<file path="src/rtl/mbx_pkg.sv">
package mbx_pkg;

    typedef enum logic [1:0] {
        ACC_NONE,
        ACC_ADDR,
        ACC_LO,
        ACC_HI
    } acc_e;

    typedef enum logic [1:0] {
        SQ_IDLE,
        SQ_BUSY,
        SQ_DONE
    } seq_e;

endpackage

</file>
<file path="src/rtl/mbx_decode.sv">
module mbx_decode
    import mbx_pkg::*;
#(
    parameter int OFF_W = 8,
    parameter logic [OFF_W-1:0] OFS_ADDR = 'hF4,
    parameter logic [OFF_W-1:0] OFS_LO   = 'hF8,
    parameter logic [OFF_W-1:0] OFS_HI   = 'hFC
) (
    input  logic [OFF_W-1:0] off,
    input  logic             we,
    output acc_e             kind,
    output logic             needs_bus
);

    always_comb begin
        if (off == OFS_ADDR)      kind = ACC_ADDR;
        else if (off == OFS_LO)   kind = ACC_LO;
        else if (off == OFS_HI)   kind = ACC_HI;
        else                      kind = ACC_NONE;
        // low-word read fetches, high-word write commits
        needs_bus = ((kind == ACC_LO) && !we) || ((kind == ACC_HI) && we);
    end

endmodule

</file>
<file path="src/rtl/mbx_seq.sv">
module mbx_seq
    import mbx_pkg::*;
(
    input  logic clk,
    input  logic rst_n,
    input  logic cfg_req,
    input  logic cfg_we,
    input  logic needs_bus,
    input  logic bus_ack,
    output logic bus_req,
    output logic bus_we,
    output logic cfg_rdy,
    output logic start,
    output logic rd_ack,
    output logic in_done,
    output logic done_rd
);

    typedef struct packed {
        seq_e st;
        logic we;
    } seq_t;

    seq_t s_d, s_q;

    always_comb begin
        s_d   = s_q;
        start = 1'b0;
        case (s_q.st)
            SQ_IDLE: begin
                if (cfg_req && needs_bus) begin
                    s_d.st = SQ_BUSY;
                    s_d.we = cfg_we;
                    start  = 1'b1;
                end
            end
            SQ_BUSY: begin
                if (bus_ack) s_d.st = SQ_DONE;
            end
            SQ_DONE: s_d.st = SQ_IDLE;
            default: s_d.st = SQ_IDLE;
        endcase
    end

    always_ff @(posedge clk) begin
        if (!rst_n) begin
            s_q.st <= SQ_IDLE;
            s_q.we <= 1'b0;
        end else begin
            s_q <= s_d;
        end
    end

    always_comb begin
        bus_req = (s_q.st == SQ_BUSY);
        bus_we  = bus_req && s_q.we;
        rd_ack  = bus_req && bus_ack && !s_q.we;
        in_done = (s_q.st == SQ_DONE);
        done_rd = in_done && !s_q.we;
        cfg_rdy = ((s_q.st == SQ_IDLE) && cfg_req && !needs_bus) || in_done;
    end

    AST_BUS_HELD: assert property (@(posedge clk) disable iff (!rst_n)
        bus_req && !bus_ack |=> bus_req);
    AST_STALL_WHILE_BUSY: assert property (@(posedge clk) disable iff (!rst_n)
        bus_req |-> !cfg_rdy);
    AST_ACK_ENDS_CYCLE: assert property (@(posedge clk) disable iff (!rst_n)
        bus_req && bus_ack |=> !bus_req && cfg_rdy);

endmodule

</file>
<file path="src/rtl/mbx_store.sv">
module mbx_store
    import mbx_pkg::*;
#(
    parameter int DW = 32
) (
    input  logic          clk,
    input  logic          rst_n,
    input  acc_e          kind,
    input  logic          wr_local,
    input  logic          start,
    input  logic          start_we,
    input  logic [DW-1:0] wdata,
    input  logic          rd_ack,
    input  logic [2*DW-1:0] bus_rdata,
    input  logic          done_rd,
    output logic [DW-1:0] addr,
    output logic [2*DW-1:0] bus_wdata,
    output logic [DW-1:0] rdata
);

    typedef struct packed {
        logic [DW-1:0] addr;
        logic [DW-1:0] lo;
        logic [DW-1:0] whi;
        logic [DW-1:0] hi_sv;
        logic [DW-1:0] lo_rd;
    } st_t;

    st_t r_d, r_q;

    always_comb begin
        r_d = r_q;
        if (wr_local) begin
            if (kind == ACC_ADDR) r_d.addr = wdata;
            if (kind == ACC_LO)   r_d.lo   = wdata;
        end
        if (start && start_we) r_d.whi = wdata;
        if (rd_ack) begin
            r_d.lo_rd = bus_rdata[DW-1:0];
            r_d.hi_sv = bus_rdata[2*DW-1:DW];
        end
    end

    always_ff @(posedge clk) begin
        if (!rst_n) r_q <= '0;
        else        r_q <= r_d;
    end

    always_comb begin
        addr      = r_q.addr;
        bus_wdata = {r_q.whi, r_q.lo};
        if (done_rd) begin
            rdata = r_q.lo_rd;
        end else begin
            case (kind)
                ACC_ADDR: rdata = r_q.addr;
                ACC_HI:   rdata = r_q.hi_sv;
                default:  rdata = '0;
            endcase
        end
    end

    AST_HI_ONLY_ON_READ: assert property (@(posedge clk) disable iff (!rst_n)
        !rd_ack |=> $stable(r_q.hi_sv));
    AST_LO_KEPT_BY_COMMIT: assert property (@(posedge clk) disable iff (!rst_n)
        !(wr_local && kind == ACC_LO) |=> $stable(r_q.lo));

endmodule

</file>
<file path="src/rtl/wide_reg_mailbox.sv">
module wide_reg_mailbox
    import mbx_pkg::*;
#(
    parameter int DW    = 32,
    parameter int DEV_W = 14,
    parameter int OFF_W = 8,
    parameter logic [OFF_W-1:0] OFS_ADDR = 'hF4,
    parameter logic [OFF_W-1:0] OFS_LO   = 'hF8,
    parameter logic [OFF_W-1:0] OFS_HI   = 'hFC
) (
    input  logic              clk,
    input  logic              rst_n,
    input  logic              cfg_req,
    input  logic              cfg_we,
    input  logic [OFF_W-1:0]  cfg_off,
    input  logic [DW-1:0]     cfg_wdata,
    output logic [DW-1:0]     cfg_rdata,
    output logic              cfg_rdy,
    output logic              bus_req,
    output logic              bus_we,
    output logic [DW-DEV_W-1:0] bus_route,
    output logic [DEV_W-1:0]  bus_dev,
    output logic [2*DW-1:0]   bus_wdata,
    input  logic [2*DW-1:0]   bus_rdata,
    input  logic              bus_ack
);

    acc_e          kind;
    logic          needs_bus;
    logic          start, rd_ack, in_done, done_rd;
    logic          wr_local;
    logic [DW-1:0] addr;

    mbx_decode #(
        .OFF_W(OFF_W), .OFS_ADDR(OFS_ADDR), .OFS_LO(OFS_LO), .OFS_HI(OFS_HI)
    ) u_dec (
        .off(cfg_off), .we(cfg_we), .kind(kind), .needs_bus(needs_bus)
    );

    mbx_seq u_seq (
        .clk(clk), .rst_n(rst_n), .cfg_req(cfg_req), .cfg_we(cfg_we),
        .needs_bus(needs_bus), .bus_ack(bus_ack), .bus_req(bus_req),
        .bus_we(bus_we), .cfg_rdy(cfg_rdy), .start(start), .rd_ack(rd_ack),
        .in_done(in_done), .done_rd(done_rd)
    );

    assign wr_local = cfg_req && cfg_we && cfg_rdy && !in_done;

    mbx_store #(.DW(DW)) u_store (
        .clk(clk), .rst_n(rst_n), .kind(kind), .wr_local(wr_local),
        .start(start), .start_we(cfg_we), .wdata(cfg_wdata), .rd_ack(rd_ack),
        .bus_rdata(bus_rdata), .done_rd(done_rd), .addr(addr),
        .bus_wdata(bus_wdata), .rdata(cfg_rdata)
    );

    assign bus_route = addr[DW-1:DEV_W];
    assign bus_dev   = addr[DEV_W-1:0];

    AST_BUS_STEADY: assert property (@(posedge clk) disable iff (!rst_n)
        bus_req && !bus_ack |=> $stable(bus_route) && $stable(bus_dev) && $stable(bus_wdata));
    AST_LO_WRITE_LOCAL: assert property (@(posedge clk) disable iff (!rst_n)
        !bus_req && cfg_req && cfg_we && kind == ACC_LO |=> !bus_req);
    AST_HI_READ_LOCAL: assert property (@(posedge clk) disable iff (!rst_n)
        !bus_req && cfg_req && !cfg_we && kind == ACC_HI |=> !bus_req);
    AST_LO_READ_AFTER_ACK: assert property (@(posedge clk) disable iff (!rst_n)
        cfg_req && !cfg_we && kind == ACC_LO && cfg_rdy |-> $past(bus_ack));
    AST_UNDECODED_QUIET: assert property (@(posedge clk) disable iff (!rst_n)
        cfg_req && kind == ACC_NONE && !bus_req |-> cfg_rdy && cfg_rdata == '0);

endmodule

</file>
<file path="config.mk">
export PLATFORM = sky130hd
export DESIGN_NAME = wide_reg_mailbox
export DESIGN_NICKNAME = d
export VERILOG_FILES = /design/src/rtl/mbx_pkg.sv /design/src/rtl/mbx_decode.sv /design/src/rtl/mbx_seq.sv /design/src/rtl/mbx_store.sv /design/src/rtl/wide_reg_mailbox.sv
export SDC_FILE = /design/constraint.sdc
export NUM_CORES = 1
export LEC_CHECK = 0
export BUFFER_PORTS_ARGS = -buffer_cell sky130_fd_sc_hd__buf_2
export CAP_MARGIN = 5
export CORE_MARGIN = 2
export CORE_UTILIZATION = 47
export CTS_CLUSTER_SIZE = 20
export DETAILED_ROUTE_END_ITERATION = 8
export PLACE_DENSITY = 0.81
export SYNTH_ARGS = -nofsm -noshare
export SYNTH_HDL_FRONTEND = slang
export SYNTH_HIERARCHICAL = 1
export SYNTH_SLANG_ARGS = --single-unit
</file>
<file path="constraint.sdc">
create_clock -name clk -period 2.25 [get_ports clk]
set_input_delay 0.1125 -clock clk [delete_from_list [all_inputs] [get_ports clk]]
set_output_delay 0.1125 -clock clk [all_outputs]
set_load 0.02 [all_outputs]
</file>
==> results of run 1 <==
layout make-up:
| class | instances | area [um2] |
|---|---|---|
| clock buffers | 22 | 464 |
| multi-input cells | 505 | 3340 |
| flip-flops and latches | 163 | 3260 |
| repair buffers | 351 | 2370 |
| clock inverters | 10 | 100 |
| inverters | 2 | 8.76 |
| fillers | 1275 | 6070 |
| well taps | 216 | 270 |
layer usage:
metal / part of all wire / vias up
met2: 0.50 / 272
met1: 0.40 / 3066
met3: 0.063 / 49
met5: 0 / -
li1: - / 3094
met4: 0.033 / 0
critical path: cells and delay by family, from the launching register on:
family,cells,cell delay [ps]
AOI/OAI and AO/OA,1,150
buffers and inverters,3,540
DFF,1,380
and+or+nand+nor,2,450
through the flow:
step                      utilization  std cells  hold WS [ps]  setup slack [ps]
final                           0.618       1269           145               194
after global routing            0.618       1269           181              47.7
after CTS                       0.618       1269           145               218
after detailed placement        0.521       1140           355               138
after global placement          0.521       1140           345               170
after floorplan                     -        827           230               453
state kept, by name, summed over array words and instances, names as in the netlist:
signal	count
u_store/bus_wdata	64
u_store/addr	32
u_seq/s_q	3
u_store/r_q	64
cells by family after synthesis:
group,after synthesis
DFF,163
muxes,161
and+or+nand+nor,245
AOI/OAI and AO/OA,98
buffers and inverters,159
xor gates and xnor gates,1
power groups by stage:
stage          Clock (uW)  Combinational, uW  Sequential, uW
3_5_place_dp            0                250            2950
3_3_place_gp            0                248            2950
4_1_cts              2820                381            2890
6_report             2750                390            2890
5_1_grt              2940                417            2890
2_1_floorplan           0                108            2950
worst max path at each step:
stage	start	end	slack, ps	cells past startpoint
after floorplan	cfg_off[2]	u_store/addr[0]	450	9
after global placement	cfg_we	u_store/addr[30]	170	6
after detailed placement	cfg_we	u_store/addr[14]	140	6
after CTS	u_seq/s_q[2]	cfg_rdata[4]	220	6
after global routing	u_seq/s_q[2]	cfg_rdata[5]	50	6
final	u_seq/s_q[2]	cfg_rdata[19]	190	6
cells in the final DEF (no fill, tap or decap), types with 2 or more instances in the layout:
cell type and instances:
sky130_fd_sc_hd__buf_12 7, sky130_fd_sc_hd__buf_2 238, sky130_fd_sc_hd__nand2b_1 2, sky130_fd_sc_hd__o21ai_0 26, sky130_fd_sc_hd__dfxtp_1 163, sky130_fd_sc_hd__clkbuf_1 3
sky130_fd_sc_hd__clkinv_2 2, sky130_fd_sc_hd__clkbuf_16 17, sky130_fd_sc_hd__inv_6 2, sky130_fd_sc_hd__a21bo_2 32, sky130_fd_sc_hd__dlygate4sd3_1 97, sky130_fd_sc_hd__clkinvlp_4 4
sky130_fd_sc_hd__a21oi_1 33, sky130_fd_sc_hd__nand3_1 34, sky130_fd_sc_hd__nand2_1 130, sky130_fd_sc_hd__o21ai_1 6, sky130_fd_sc_hd__buf_4 9, sky130_fd_sc_hd__nor2_1 66
sky130_fd_sc_hd__clkinv_4 2, sky130_fd_sc_hd__mux2i_1 161, sky130_fd_sc_hd__nor3_2 2, sky130_fd_sc_hd__clkbuf_8 2
what timing repair did:
item                                   in CTS  in global routing
hold buffers                               97                  0
endpoints found under the hold margin     147                  0
setup buffers                               0                  0
==> impl_metrics.tcl, run 1 <==
set metrics [dict create \
    result_of_the_run "finished, final reports clean" \
    routed-via-count 6481 \
    dieArea_um2 17300 \
    max_stage_delay_ps 380 \
    antenna-diode-count 0 \
    critical_path_source_type "flip-flop" \
    worst-r2r-cell-count 6 \
    grt_pass1_vias 6358 \
    critical-path-slowest-cell "sky130_fd_sc_hd__dfxtp_1" \
    syn-cell-area_um2 7640 \
    rows 46 \
    final_layout_size_suffix_gt1_frac 0.308 \
    clock_power_share 0.457 \
    timing.critical_path.cells "inv_1 -> nor3_2 -> nand2b_1 -> buf_4 -> o21ai_0 -> buf_2" \
    gr-total-overflow 0 \
    synthDominantAreaCellType "sky130_fd_sc_hd__dfxtp_1" \
    grt_pass1_wl_um 33000 \
    detail-route-antenna-nets 0 \
    clk_pin_slew_ps 60 \
    grtUsageTotal 0.237 \
    timing.final.hold_violations 0 \
    finalWirelength_um 21000 \
    timing.slew.headroom 0.534 \
    power.share.combinational 0.065 \
    floorplan.initialDensity 0.481 \
    gp_routability_congestion 0.816 \
    synthDistinctLibCells 30 \
    io_buffer_count 239 \
    clock_skew_ps 10.6 \
    share_seq_of_total_power 0.479 \
    post-route-drc-count 0 \
    htree_levels 4 \
    use_met3 0.0586 \
    holdPathStages 2 \
    setup.reg_to_reg.worst_slack_ps 340 \
    yosys_warnings 6 \
    yosys.area_share.adder 0 \
    tritoncts_clock_tree "yes" \
    synth.area.top_cells "sky130_fd_sc_hd__dfxtp_1 43%, sky130_fd_sc_hd__mux2i_1 21%, sky130_fd_sc_hd__buf_4 11%, sky130_fd_sc_hd__nand2_1 6.4%, sky130_fd_sc_hd__a21bo_2 4.2%" \
    wl_per_cell_um 16.6 \
    post_syn_instances 827 \
    holdCritStartpoint "rst_n" \
    count_of_flip_flops_with_a_built_in_enable_after_synthesis 0 \
    drv.max_cap_violation_count 0 \
    top_level_ports 240 \
    num-nets-final 1149 \
    synth_async_sr_flop_share 0 \
    final.setup.tns_ps 0 \
    design_area_um2 9810 \
    die_h_um 131 \
    groute.layer.met2.usage 0.420 \
    yosysSeqAreaShare 0.427 \
    power_report.internal_total_uw 4690 \
    rsz0062_at_grt "false" \
    cp.required_ps 2140 \
    detailedRoute.firstIterationViolations 411 \
    chipWidth_um 131 \
    synth_xor_area_frac 0.00115 \
    core_region_area_um2 15900 \
    drt_pre_antenna_iters 4 \
    cts_inserted_buffers 17 \
    fmax_mhz 486 \
    finalCritPeriodShare 0.914 \
    synthesis.nets 936 \
    yosysMostFrequentCell "sky130_fd_sc_hd__dfxtp_1" \
    area_delta_synth_final_pct 28.5 \
    yosys.area.top_type_share 0.427 \
    tritoncts_num_sinks 163 \
    worstSkewPairLatency_ps 420 \
    p_switching_uw 1350 \
    worstReg2RegStart "u_seq/s_q[2]" \
    synthTopCellsByCount "163 x sky130_fd_sc_hd__dfxtp_1, 161 x sky130_fd_sc_hd__mux2i_1, 130 x sky130_fd_sc_hd__nand2_1, 110 x sky130_fd_sc_hd__buf_4, 67 x sky130_fd_sc_hd__nor2_1" \
    cp_max_fanout 20 \
    crit_arrival_ps 1940 \
    cellLeakagePower_uw 0.00424 \
    globalRouteMet1Util 0.268 \
    cts_root_buffer "sky130_fd_sc_hd__clkbuf_16" \
    busiest_layer "met2" \
    sw_frac_of_total 0.223 \
    crit-reg2reg-capture "u_store/addr[13]" \
    cellPowerDensity_nw_per_um2 615 \
    dp_hpwl_um 13200 \
    final.min_clock_period_ps 2060 \
    worst_setup_path_end_kind "output pin" \
    antenna_found_initial 0 \
    report.power.total_uw 6030 \
    cts_max_path_buffers 2 \
    class_of_the_most_critical_setup_path "reg -> out" \
    slew_violations 0 \
    synthSimpleGateAreaFrac 0.137 \
    power.ir.vdd_worst_uv 505 \
    route.detailed.vias_per_inst 5.11 \
    postSynthRegisterBits 163 \
    worst_slew_pin_slew_ps 699 \
    worstHoldEndpoint "u_seq/s_q[1]" \
    dominant_combinational_cell_family_by_area_after_synthesis "multiplexers" \
    worst_hold_path_type "in -> reg" \
    ys_dominant_reg_cell "sky130_fd_sc_hd__dfxtp_1" \
    setup_viol_count_final 0 \
    pin_count_of_the_biggest_net_entering_global_routing 75 \
    synth_area_per_cell_um2 9.23 \
    synth_mux_area_frac 0.211 \
    synth_compound_area_frac 0.0855 \
    dpl_cell_area_um2 8280 \
    post_cts.resized_instances 0 \
]
No activity file was read; power rests on OpenSTA's default activity.
==> run 2: changes to the inputs <==
--- a/config.mk
+++ b/config.mk
@@ -8,10 +8,10 @@
 export BUFFER_PORTS_ARGS = -buffer_cell sky130_fd_sc_hd__buf_2
 export CAP_MARGIN = 5
 export CORE_MARGIN = 2
-export CORE_UTILIZATION = 47
+export CORE_UTILIZATION = 45
 export CTS_CLUSTER_SIZE = 20
 export DETAILED_ROUTE_END_ITERATION = 8
-export PLACE_DENSITY = 0.81
+export PLACE_DENSITY = 0.79
 export SYNTH_ARGS = -nofsm -noshare
 export SYNTH_HDL_FRONTEND = slang
 export SYNTH_HIERARCHICAL = 1
==> impl_metrics.tcl, run 2 (same netlist as run 1, synthesis figures left out) <==
set metrics [dict create \
    result_of_the_run "finished, final reports clean" \
    p_switching_uw 1310 \
    antenna-diode-count 0 \
    sw_frac_of_total 0.222 \
    dp_hpwl_um 13400 \
    report.power.total_uw 5910 \
    wl_per_cell_um 16.5 \
    worst_hold_path_type "in -> reg" \
    top_level_ports 240 \
    htree_levels 4 \
    util_after_layout 0.590 \
    pin_count_of_the_biggest_net_entering_global_routing 67 \
    worst-r2r-cell-count 6 \
    die_h_um 134 \
    cts_inserted_buffers 17 \
    power_report.internal_total_uw 4600 \
    area_delta_synth_final_pct 28.2 \
    power.ir.vdd_worst_uv 504 \
    setup_viol_count_final 0 \
    share_seq_of_total_power 0.489 \
    final_cells 1275 \
    routed-via-count 6463 \
    cellPowerDensity_nw_per_um2 604 \
    class_of_the_most_critical_setup_path "reg -> out" \
    io_buffer_count 239 \
    dieArea_um2 18000 \
    antenna_found_initial 0 \
    final_layout_size_suffix_gt1_frac 0.308 \
    post-route-drc-count 0 \
    detail-route-antenna-nets 0 \
    tritoncts_clock_tree "yes" \
    grt_pass1_wl_um 32100 \
    worst_slew_pin_slew_ps 712 \
    power.share.combinational 0.066 \
    slew_violations 0 \
    post_cts.resized_instances 0 \
    final.min_clock_period_ps 2010 \
    cts_max_path_buffers 2 \
    floorplan.initialDensity 0.460 \
    holdPathStages 4 \
    crit_arrival_ps 1890 \
    timing.final.hold_violations 0 \
    cts_setup_buffers 0 \
    finalWirelength_um 21000 \
    worst_setup_path_end_kind "output pin" \
    detailedRoute.firstIterationViolations 390 \
    cp_max_fanout 20 \
    mostFrequentLayoutCells "238 x sky130_fd_sc_hd__buf_2, 163 x sky130_fd_sc_hd__dfxtp_1, 161 x sky130_fd_sc_hd__mux2i_1, 130 x sky130_fd_sc_hd__nand2_1, 98 x sky130_fd_sc_hd__dlygate4sd3_1" \
    drt_pre_antenna_iters 7 \
    timing.slew.headroom 0.526 \
    grt_pass1_vias 6359 \
    rsz0062_at_grt "false" \
    cts_root_buffer "sky130_fd_sc_hd__clkbuf_16" \
    worst_hold_slack_ps 376 \
    cp.required_ps 2140 \
    gr-total-overflow 0 \
    cellLeakagePower_uw 0.00423 \
    clock_power_share 0.445 \
    core_region_area_um2 16600 \
    grtUsageTotal 0.225 \
    gp_routability_congestion 0.805 \
    clock_skew_ps 9.07 \
    most_frequent_standard_cell_in_the_layout_excluding_fill_and_tap_cells "sky130_fd_sc_hd__buf_2" \
    finalCritPeriodShare 0.892 \
    critical_path_source_type "flip-flop" \
    worstSkewPairLatency_ps 410 \
    final.setup.tns_ps 0 \
    route.detailed.vias_per_inst 5.07 \
    chipWidth_um 134 \
    rows 47 \
    tritoncts_num_sinks 163 \
    fmax_mhz 498 \
    drv.max_cap_violation_count 0 \
    clk_pin_slew_ps 60 \
    dp.cells 1147 \
    num-nets-final 1153 \
]
[run 2: cell types whose count changed in the layout (fill, tap and decap cells not counted)]
cell | before | now
sky130_fd_sc_hd__inv_6 | 2 | 0
sky130_fd_sc_hd__clkinv_4 | 2 | 1
sky130_fd_sc_hd__clkinv_2 | 2 | 5
sky130_fd_sc_hd__buf_4 | 9 | 14
sky130_fd_sc_hd__clkbuf_8 | 2 | 0
sky130_fd_sc_hd__dlygate4sd3_1 | 97 | 98
sky130_fd_sc_hd__buf_12 | 7 | 5
[run 2: layout make-up]
cell class | instances | area, um2
inverters | 2 | 8.76
clock inverters | 10 | 88.8
fillers | 1426 | 6800
flip-flops and latches | 163 | 3260
multi-input cells | 505 | 3340
well taps | 220 | 275
clock buffers | 20 | 437
repair buffers | 355 | 2380
[run 2: stage by stage]
stage	area, um2	setup WS (ps)
finish	9790	243
global route	9790	112
CTS	9790	231
detailed placement	8280	206
global placement	8280	287
floorplan	7640	453
[run 2: final timing paths]
path / start / endpoint / slack [ps]
worst min-delay path: cfg_req / u_seq/s_q[0] / 380
worst min register to register: u_store/bus_wdata[21] / u_store/bus_wdata[21] / 450
worst max register to register: u_seq/s_q[2] / u_store/addr[15] / 340
worst max-delay path: u_seq/s_q[2] / cfg_rdata[7] / 240
[run 2: metal layers]
metal  vias up  GRT usage  share of wire
met5         -          0              0
met4         0     0.0865          0.025
met3        47     0.0646          0.064
met2       241      0.397           0.50
met1      3066      0.257           0.41
li1       3109          -              -
[run 2: worst max-delay path, cell delays in order, from the launching register on]
cell and delay [ps]:
sky130_fd_sc_hd__dfxtp_1 370, sky130_fd_sc_hd__inv_1 100, sky130_fd_sc_hd__nor3_2 250, sky130_fd_sc_hd__nand2b_1 170, sky130_fd_sc_hd__buf_4 260, sky130_fd_sc_hd__o21ai_0 140, sky130_fd_sc_hd__buf_2 180
[run 2: power by group through the flow]
| stage | Clock [uW] | Sequential [uW] | Combinational [uW] |
|---|---|---|---|
| floorplan | 0 | 2950 | 108 |
| global placement | 0 | 2950 | 246 |
| detailed placement | 0 | 2950 | 248 |
| CTS | 2690 | 2890 | 381 |
| global route | 2800 | 2890 | 417 |
| finish | 2630 | 2890 | 391 |
[run 2: timing repair]
item	in CTS	in global routing
hold endpoints to repair	139	0
endpoints found under the setup margin	0	0
hold buffers	98	0
